### config.mk
export PLATFORM = sky130hd
export DESIGN_NAME = ipc_mailbox
export DESIGN_NICKNAME = d
export VERILOG_FILES = /design/src/rtl/ipcmb_pkg.sv /design/src/rtl/ipcmb_keylock.sv /design/src/rtl/ipcmb_channel.sv /design/src/rtl/ipcmb_irq_or.sv /design/src/rtl/ipc_mailbox.sv
export SDC_FILE = /design/constraint.sdc
export NUM_CORES = 2
export LEC_CHECK = 0
export BUFFER_PORTS_ARGS = -buffer_cell sky130_fd_sc_hd__buf_2
export CAP_MARGIN = 20
export CORE_UTILIZATION = 24
export DETAILED_ROUTE_END_ITERATION = 10
export PLACE_DENSITY_LB_ADDON = 0.25
export SKIP_LAST_GASP = 1
export SYNTH_ARGS = -nofsm -noshare
export SYNTH_HDL_FRONTEND = slang
export SYNTH_SLANG_ARGS = --single-unit
### constraint.sdc
create_clock -name clk -period 3.3 [get_ports clk]
set_clock_uncertainty 0.1 [all_clocks]
set_input_delay 0.495 -clock clk [delete_from_list [all_inputs] [get_ports clk]]
set_output_delay 0.495 -clock clk [all_outputs]
set_load 0.03 [all_outputs]
### src/rtl/ipcmb_pkg.sv
package ipcmb_pkg;

   typedef enum logic [1:0] {
      CH_IDLE  = 2'd0,
      CH_READY = 2'd1,
      CH_BUSY  = 2'd2,
      CH_ACKED = 2'd3
   } ch_state_e;

   // word index inside a channel window (byte offset / 4)
   localparam logic [3:0] W_OWNER  = 4'd0;
   localparam logic [3:0] W_TARGET = 4'd1;
   localparam logic [3:0] W_TCLR   = 4'd2;
   localparam logic [3:0] W_PEND   = 4'd3;
   localparam logic [3:0] W_STATUS = 4'd4;
   localparam logic [3:0] W_MASK   = 4'd5;
   localparam logic [3:0] W_ACKCLR = 4'd6;
   localparam logic [3:0] W_START  = 4'd7;
   localparam logic [3:0] W_MSG0   = 4'd8;

   // status word bit positions
   localparam int ST_AUTO  = 0;
   localparam int ST_IDLE  = 4;
   localparam int ST_READY = 5;
   localparam int ST_BUSY  = 6;
   localparam int ST_ACK   = 7;

   localparam logic [31:0] OPEN_KEY = 32'h1ACC_E551;

endpackage

### src/rtl/ipcmb_keylock.sv
module ipcmb_keylock #(
   parameter int unsigned ADDR_W    = 12,
   parameter int unsigned DATA_W    = 32,
   parameter int unsigned LOCK_ADDR = 'hA00
) (
   input  logic              clk,
   input  logic              rst_n,
   input  logic              we_i,
   input  logic [ADDR_W-1:0] addr_i,
   input  logic [DATA_W-1:0] wdata_i,
   output logic              locked_o
);
   import ipcmb_pkg::*;

   localparam logic [ADDR_W-1:0] L_ADDR = ADDR_W'(LOCK_ADDR);

   logic hit;
   assign hit = we_i && (addr_i == L_ADDR);

   always_ff @(posedge clk or negedge rst_n) begin
      if (!rst_n)   locked_o <= 1'b1;
      else if (hit) locked_o <= (wdata_i != OPEN_KEY[DATA_W-1:0]);
   end

   p_key_opens_r2: assert property (@(posedge clk) disable iff (!rst_n)
      (hit && wdata_i == OPEN_KEY[DATA_W-1:0]) |=> !locked_o);
   p_bad_key_closes_r2: assert property (@(posedge clk) disable iff (!rst_n)
      (hit && wdata_i != OPEN_KEY[DATA_W-1:0]) |=> locked_o);
   p_lock_holds_r2: assert property (@(posedge clk) disable iff (!rst_n)
      !hit |=> $stable(locked_o));

endmodule

### src/rtl/ipcmb_channel.sv
module ipcmb_channel #(
   parameter int unsigned VEC_W     = 8,
   parameter int unsigned DATA_W    = 32,
   parameter int unsigned MSG_WORDS = 8
) (
   input  logic              clk,
   input  logic              rst_n,
   input  logic              we_i,
   input  logic              sel_i,
   input  logic              unlocked_i,
   input  logic [3:0]        word_i,
   input  logic [DATA_W-1:0] wdata_i,
   input  logic              remote_ack_i,
   output logic [DATA_W-1:0] rdata_o,
   output logic [VEC_W-1:0]  remote_irq_o,
   output logic [VEC_W-1:0]  local_irq_o
);
   import ipcmb_pkg::*;

   ch_state_e         state_q;
   logic [VEC_W-1:0]  owner_q, target_q, mask_q;
   logic              auto_q;
   logic [DATA_W-1:0] msg_q [MSG_WORDS];

   logic             wr, release_w, owner_hit;
   logic [VEC_W-1:0] wvec;

   assign wr        = we_i && sel_i && unlocked_i;
   assign wvec      = wdata_i[VEC_W-1:0];
   assign release_w = wr && (word_i == W_OWNER) && (wvec == '0);
   assign owner_hit = |(wvec & owner_q);

   // channel state and ownership
   always_ff @(posedge clk or negedge rst_n) begin
      if (!rst_n) begin
         state_q <= CH_IDLE;
         owner_q <= '0;
      end else if (release_w) begin
         state_q <= CH_IDLE;
         owner_q <= '0;
      end else if (remote_ack_i && state_q == CH_BUSY) begin
         state_q <= auto_q ? CH_ACKED : CH_READY;
      end else if (wr) begin
         unique case (word_i)
            W_OWNER: if (state_q == CH_IDLE) begin
               owner_q <= wvec;
               state_q <= CH_READY;
            end
            W_START:  if (state_q == CH_READY && owner_hit) state_q <= CH_BUSY;
            W_ACKCLR: if (state_q == CH_ACKED && owner_hit) state_q <= CH_READY;
            default: ;
         endcase
      end
   end

   // configuration registers
   always_ff @(posedge clk or negedge rst_n) begin
      if (!rst_n) begin
         target_q <= '0;
         mask_q   <= '1;
         auto_q   <= 1'b0;
      end else if (wr) begin
         unique case (word_i)
            W_TARGET: target_q <= wvec;
            W_TCLR:   target_q <= target_q & ~wvec;
            W_MASK:   mask_q   <= wvec;
            W_STATUS: auto_q   <= wdata_i[0];
            default: ;
         endcase
      end
   end

   // payload words
   for (genvar gi = 0; gi < MSG_WORDS; gi++) begin : g_msg
      always_ff @(posedge clk or negedge rst_n) begin
         if (!rst_n)                                   msg_q[gi] <= '0;
         else if (wr && word_i == 4'(W_MSG0 + 4'(gi))) msg_q[gi] <= wdata_i;
      end
   end

   assign remote_irq_o = (state_q == CH_BUSY)  ? (target_q & ~mask_q) : '0;
   assign local_irq_o  = (state_q == CH_ACKED) ? owner_q : '0;

   always_comb begin
      rdata_o = '0;
      unique case (word_i)
         W_OWNER:  rdata_o[VEC_W-1:0] = owner_q;
         W_TARGET: rdata_o[VEC_W-1:0] = target_q;
         W_PEND:   rdata_o[VEC_W-1:0] = target_q & ~mask_q;
         W_MASK:   rdata_o[VEC_W-1:0] = mask_q;
         W_STATUS: begin
            rdata_o[ST_AUTO]  = auto_q;
            rdata_o[ST_IDLE]  = (state_q == CH_IDLE);
            rdata_o[ST_READY] = (state_q == CH_READY);
            rdata_o[ST_BUSY]  = (state_q == CH_BUSY);
            rdata_o[ST_ACK]   = (state_q == CH_ACKED);
         end
         default: begin
            for (int i = 0; i < MSG_WORDS; i++)
               if (word_i == 4'(W_MSG0 + 4'(i))) rdata_o = msg_q[i];
         end
      endcase
   end

   p_locked_hold_r2: assert property (@(posedge clk) disable iff (!rst_n)
      (we_i && sel_i && !unlocked_i) |=>
         ($stable(owner_q) && $stable(target_q) && $stable(mask_q) && $stable(auto_q)));
   p_claim_r3: assert property (@(posedge clk) disable iff (!rst_n)
      (wr && word_i == W_OWNER && wvec != '0 && state_q == CH_IDLE) |=>
         (state_q == CH_READY && owner_q == $past(wvec)));
   p_release_r4: assert property (@(posedge clk) disable iff (!rst_n)
      release_w |=> (state_q == CH_IDLE && remote_irq_o == '0 && local_irq_o == '0));
   p_start_r7: assert property (@(posedge clk) disable iff (!rst_n)
      (wr && word_i == W_START && state_q == CH_READY && owner_hit) |=> state_q == CH_BUSY);
   p_autoack_r8: assert property (@(posedge clk) disable iff (!rst_n)
      (state_q == CH_BUSY && remote_ack_i && auto_q && !release_w) |=>
         (local_irq_o == owner_q && remote_irq_o == '0));
   p_ackclr_r9: assert property (@(posedge clk) disable iff (!rst_n)
      (state_q == CH_ACKED && wr && word_i == W_ACKCLR && owner_hit) |=>
         (state_q == CH_READY && local_irq_o == '0));
   p_manual_r10: assert property (@(posedge clk) disable iff (!rst_n)
      (state_q == CH_BUSY && remote_ack_i && !auto_q && !release_w) |=>
         (state_q == CH_READY && local_irq_o == '0));

endmodule

### src/rtl/ipcmb_irq_or.sv
module ipcmb_irq_or #(
   parameter int unsigned NUM_CH = 4,
   parameter int unsigned VEC_W  = 8
) (
   input  logic [NUM_CH*VEC_W-1:0] vec_i,
   output logic [VEC_W-1:0]        vec_o
);
   always_comb begin
      vec_o = '0;
      for (int c = 0; c < NUM_CH; c++) vec_o |= vec_i[c*VEC_W +: VEC_W];
   end
endmodule

### src/rtl/ipc_mailbox.sv
module ipc_mailbox #(
   parameter int unsigned NUM_CH    = 4,
   parameter int unsigned VEC_W     = 8,
   parameter int unsigned MSG_WORDS = 8,
   parameter int unsigned ADDR_W    = 12,
   parameter int unsigned DATA_W    = 32,
   parameter int unsigned LOCK_ADDR = 'hA00
) (
   input  logic              clk,
   input  logic              rst_n,
   input  logic              bus_we,
   input  logic [ADDR_W-1:0] bus_addr,
   input  logic [DATA_W-1:0] bus_wdata,
   output logic [DATA_W-1:0] bus_rdata,
   input  logic [NUM_CH-1:0] remote_ack,
   output logic [VEC_W-1:0]  remote_irq,
   output logic [VEC_W-1:0]  local_irq
);
   localparam int unsigned IDX_W = ADDR_W - 6;
   localparam logic [ADDR_W-1:0] L_ADDR = ADDR_W'(LOCK_ADDR);

   if (DATA_W != 32)               begin : g_bad_dw  $error("DATA_W must be 32"); end
   if (VEC_W < 1 || VEC_W > DATA_W) begin : g_bad_vw  $error("VEC_W out of range"); end
   if (MSG_WORDS < 1 || MSG_WORDS > 8) begin : g_bad_mw $error("MSG_WORDS must be 1..8"); end
   if (ADDR_W <= 6)                begin : g_bad_aw  $error("ADDR_W too small"); end
   if (NUM_CH * 64 > LOCK_ADDR)    begin : g_bad_lk  $error("lock overlaps channels"); end
   if (LOCK_ADDR >= (1 << ADDR_W)) begin : g_bad_la  $error("lock beyond address space"); end

   logic             locked;
   logic [IDX_W-1:0] ch_idx;
   logic             aligned;
   logic [NUM_CH-1:0] sel;
   logic [DATA_W-1:0] ch_rdata [NUM_CH];
   logic [NUM_CH*VEC_W-1:0] rirq_flat, lirq_flat;

   assign ch_idx  = bus_addr[ADDR_W-1:6];
   assign aligned = (bus_addr[1:0] == 2'b00);

   ipcmb_keylock #(
      .ADDR_W(ADDR_W), .DATA_W(DATA_W), .LOCK_ADDR(LOCK_ADDR)
   ) u_lock (
      .clk(clk), .rst_n(rst_n), .we_i(bus_we), .addr_i(bus_addr),
      .wdata_i(bus_wdata), .locked_o(locked)
   );

   for (genvar gc = 0; gc < NUM_CH; gc++) begin : g_ch
      assign sel[gc] = aligned && (ch_idx == IDX_W'(gc));
      ipcmb_channel #(
         .VEC_W(VEC_W), .DATA_W(DATA_W), .MSG_WORDS(MSG_WORDS)
      ) u_ch (
         .clk(clk), .rst_n(rst_n), .we_i(bus_we), .sel_i(sel[gc]),
         .unlocked_i(!locked), .word_i(bus_addr[5:2]), .wdata_i(bus_wdata),
         .remote_ack_i(remote_ack[gc]), .rdata_o(ch_rdata[gc]),
         .remote_irq_o(rirq_flat[gc*VEC_W +: VEC_W]),
         .local_irq_o(lirq_flat[gc*VEC_W +: VEC_W])
      );
   end

   ipcmb_irq_or #(.NUM_CH(NUM_CH), .VEC_W(VEC_W)) u_ror (.vec_i(rirq_flat), .vec_o(remote_irq));
   ipcmb_irq_or #(.NUM_CH(NUM_CH), .VEC_W(VEC_W)) u_lor (.vec_i(lirq_flat), .vec_o(local_irq));

   always_comb begin
      bus_rdata = '0;
      if (bus_addr == L_ADDR) bus_rdata[0] = locked;
      else
         for (int c = 0; c < NUM_CH; c++) if (sel[c]) bus_rdata = ch_rdata[c];
   end

   p_reset_quiet_r1: assert property (@(posedge clk) disable iff (!rst_n)
      $fell(locked) |-> ($past(bus_we) && $past(bus_addr) == L_ADDR));
   p_sel_onehot_r12: assert property (@(posedge clk) disable iff (!rst_n)
      $onehot0(sel));

endmodule

==> run metrics <==
Num CTS Buffers=135; initial antenna violation count=6; fillers=22,620; final WL=226,000 µm; row cnt=174; Area Overhead vs Synth=29.68%; flop and latch count out of synthesis=1,133; RSZ-0062 raised after global routing=true; final setup fails=12; die area=229,000 µm²; metal3 WL=11,680 µm; cells on worst reg2reg path=6; Vias=40,080; GRT Total Usage=0.1945; chip width=478.5 µm; pwr dens=452.0 nW/µm²; routed wl met2=105,300 µm; Endpoint, Worst Hold=g_ch[1].u_ch.owner_q[5]; cell area after synthesis=54,490 µm²; I/O pin count=99; IO buf count=98; fmax=293.2 MHz; Top Layer Used=met5; Final min period=3411 ps; drt drc=16; number of nets in the layout=4,820; crit path kind=flip-flop to primary output; Setup crit end kind=primary output; Yosys warning count=0; Max IR drop VDD=0.4805 mV; fraction of registers with async set/reset=1.000; Crit Path Max Fanout=2; register area share after synthesis=0.5211; Slew @ Worst Pin=897.4 ps; Largest stage delay, worst path=530 ps; max_cap viols=0; fraction of layout cells with a size suffix above 1=0.5150; Sink Count=1,133; fin crit share=1.034; Leak Pwr=32.95 nW; Crit path arrival time=2820 ps; Clock Latency Late Sink=790 ps; Synth Area per Inst=12.79 µm²; htree depth=4; failing checks=DRC, setup timing; Cell variety after synth=84; met1 WL=102,300 µm; vias per std cell=5.097; PnR worst setup slack=-110.6 ps; post-DP HPWL=152,500 µm; Placeable Area=225,300 µm²; relative slew slack=0.3985; Reg clk slew, reported paths=60 ps; critical path startpoint category=flip-flop; Max Slew Vio Count=0; PnR Total Power=31.94 mW; Post-synth EDFFs=0; worst r2r dst=g_ch[2].u_ch.msg_q[102]; Die Y=478.5 µm; vias in the first global route=40,880; final hold violations=0; Fin Setup TNS=-784.5 ps; largest net degree at the start of global routing=84; routed length per instance=28.74 µm; crit-path cells=a21boi_2 -> a222oi_1 -> buf_4 -> o21ai_4 -> a21oi_2 -> a2bb2oi_2 -> a211oi_4 -> buf_6; worst hold path cell count=2; Syn Nets=4,310; worst endpoint required time=2700 ps; reg-to-reg startpoint=u_lock.locked_o; ys flop type=dfrtp_1; DRT iter0 DRCs=3,708; Hold Path Class=input port to flip-flop; flop2flop setup slack=630 ps; CTS tree=yes; first-pass GRT wire length=321,000 µm; Hold Crit Start=bus_wdata[5]; Pre-antenna DRT Iters=11; Root Buffer=clkbuf_16; Slowest-stage cell, CP=dfstp_2; Initial Utilization=0.2418; ANT nets after route=0; Mapped Cells=4,259; GP Congestion=0.9030; status=complete, but fails checks; GRT overflow=0; maximum clock path buffer count=3
## placed cells by master (no fill, tap or decap), drive strengths merged, types with 30 or more instances in the layout
cell type / n
dfstp: 33
mux2i: 90
o22ai: 76
a22oi: 58
a2111oi: 32
buf: 764
nor3: 42
dfrtp: 1100
a22o: 65
nor2: 164
o21ai: 128
mux4: 84
a21oi: 186
o221ai: 45
clkinv: 30
mux2: 1160
nand2: 188
clkbuf: 204
## flip-flops by register name, indices dropped and copies added (netlist names)
signal	cells
g_ch.u_ch.owner_q	32
u_lock.locked_o	1
g_ch.u_ch.auto_q	4
g_ch.u_ch.msg_q	1024
g_ch.u_ch.state_q	8
g_ch.u_ch.mask_q	32
g_ch.u_ch.target_q	32
## per-layer routing
| metal | up-vias | global-route usage |
|---|---|---|
| li1 | 16880 | - |
| met1 | 21600 | 0.2699 |
| met2 | 1279 | 0.3118 |
| met3 | 331 | 0.02958 |
| met4 | 4 | 0.05522 |
| met5 | - | 0 |
## worst max path at each step
stage                           startpoint            end  slack (ps)
floorplan                      bus_addr[2]  bus_rdata[20]          30
global placement              bus_addr[10]   bus_rdata[9]        -730
global route        g_ch[2].u_ch.mask_q[3]   bus_rdata[3]        -180
finish              g_ch[2].u_ch.mask_q[1]   bus_rdata[1]        -110
detailed placement            bus_addr[10]   bus_rdata[9]        -690
CTS                 g_ch[3].u_ch.mask_q[0]   bus_rdata[0]        -160
## power breakdown
part / total [mW] / internal [mW] / switching (mW)
registers: 14.0 / 14.0 / 0.0369
clock network: 15.4 / 8.95 / 6.45
logic: 2.54 / 0.887 / 1.65
## synth_stat cells (all sizes together), types with 12 or more instances
library cell  number  share of area
mux2            1160           0.24
dfrtp           1100           0.51
buf              206          0.020
clkbuf           203          0.014
nand2            188          0.013
a21oi            186          0.017
nor2             164          0.012
o21ai            128          0.012
mux2i             90          0.017
mux4              84          0.035
o22ai             76         0.0087
a22o              65          0.010
a22oi             58         0.0080
o221ai            45         0.0072
nor3              42         0.0054
dfstp             33          0.016
a2111oi           32         0.0051
nor2b             28         0.0032
inv               24         0.0017
a221oi            23         0.0037
nand2b            21         0.0024
a211oi            19         0.0026
nand3             17         0.0016
a31oi             15         0.0017
or3               14         0.0016
a21o              12         0.0017
nor4              12         0.0024
o211ai            12         0.0017
or4               12         0.0017
## cell families after synthesis
kind of cell	share of synthesized area
compound gates	0.09931
xor+xnor	0.0004823
buf+inv	0.03610
flops	0.5211
mux	0.2910
simple gates	0.05208
## final cells by class
cell class / count / area, µm² / share of cell area
Tap cell: 2992 / 3744 / 0.05298
Inverter: 26 / 101.3 / 0.001434
Antenna cell: 1 / 2.502 / 0.00003541
Sequential cell: 1133 / 28410 / 0.4020
Timing Repair Buffer: 782 / 8339 / 0.1180
Clock inverter: 41 / 648.1 / 0.009172
Clock buffer: 199 / 3919 / 0.05546
Multi-Input combinational cell: 2691 / 25510 / 0.3609
## per-stage QoR
stage / utilization / cell area, µm² / cells / setup WS (ps) / hold WS [ps]
floorplan: - / 54510 / 4259 / 32.92 / 99.41
global placement: 0.2829 / 63750 / 7570 / -733.5 / 361.1
detailed placement: 0.2829 / 63750 / 7570 / -691.8 / 371.7
CTS: 0.3091 / 69650 / 7842 / -161.0 / 10.59
global route: 0.3136 / 70660 / 7864 / -180.2 / 40.28
finish: 0.3136 / 70670 / 7865 / -110.6 / 69.72
## repair_timing
action | CTS | global route
setup buffers | 29 | 28
hold endpoints to repair | 112 | 0
resized for setup | 254 | 169
setup endpoints to repair | 36 | 36
cloned | 6 | 4
pin swaps | 78 | 77
hold buffers | 10 | 0
## critical path: cells and delay by family, from the launching register on
kind / cells / cell delay (ps)
compound gates: 6 / 1080
buf+inv: 2 / 390
flops: 1 / 530
(Power assumes the default switching activity.)
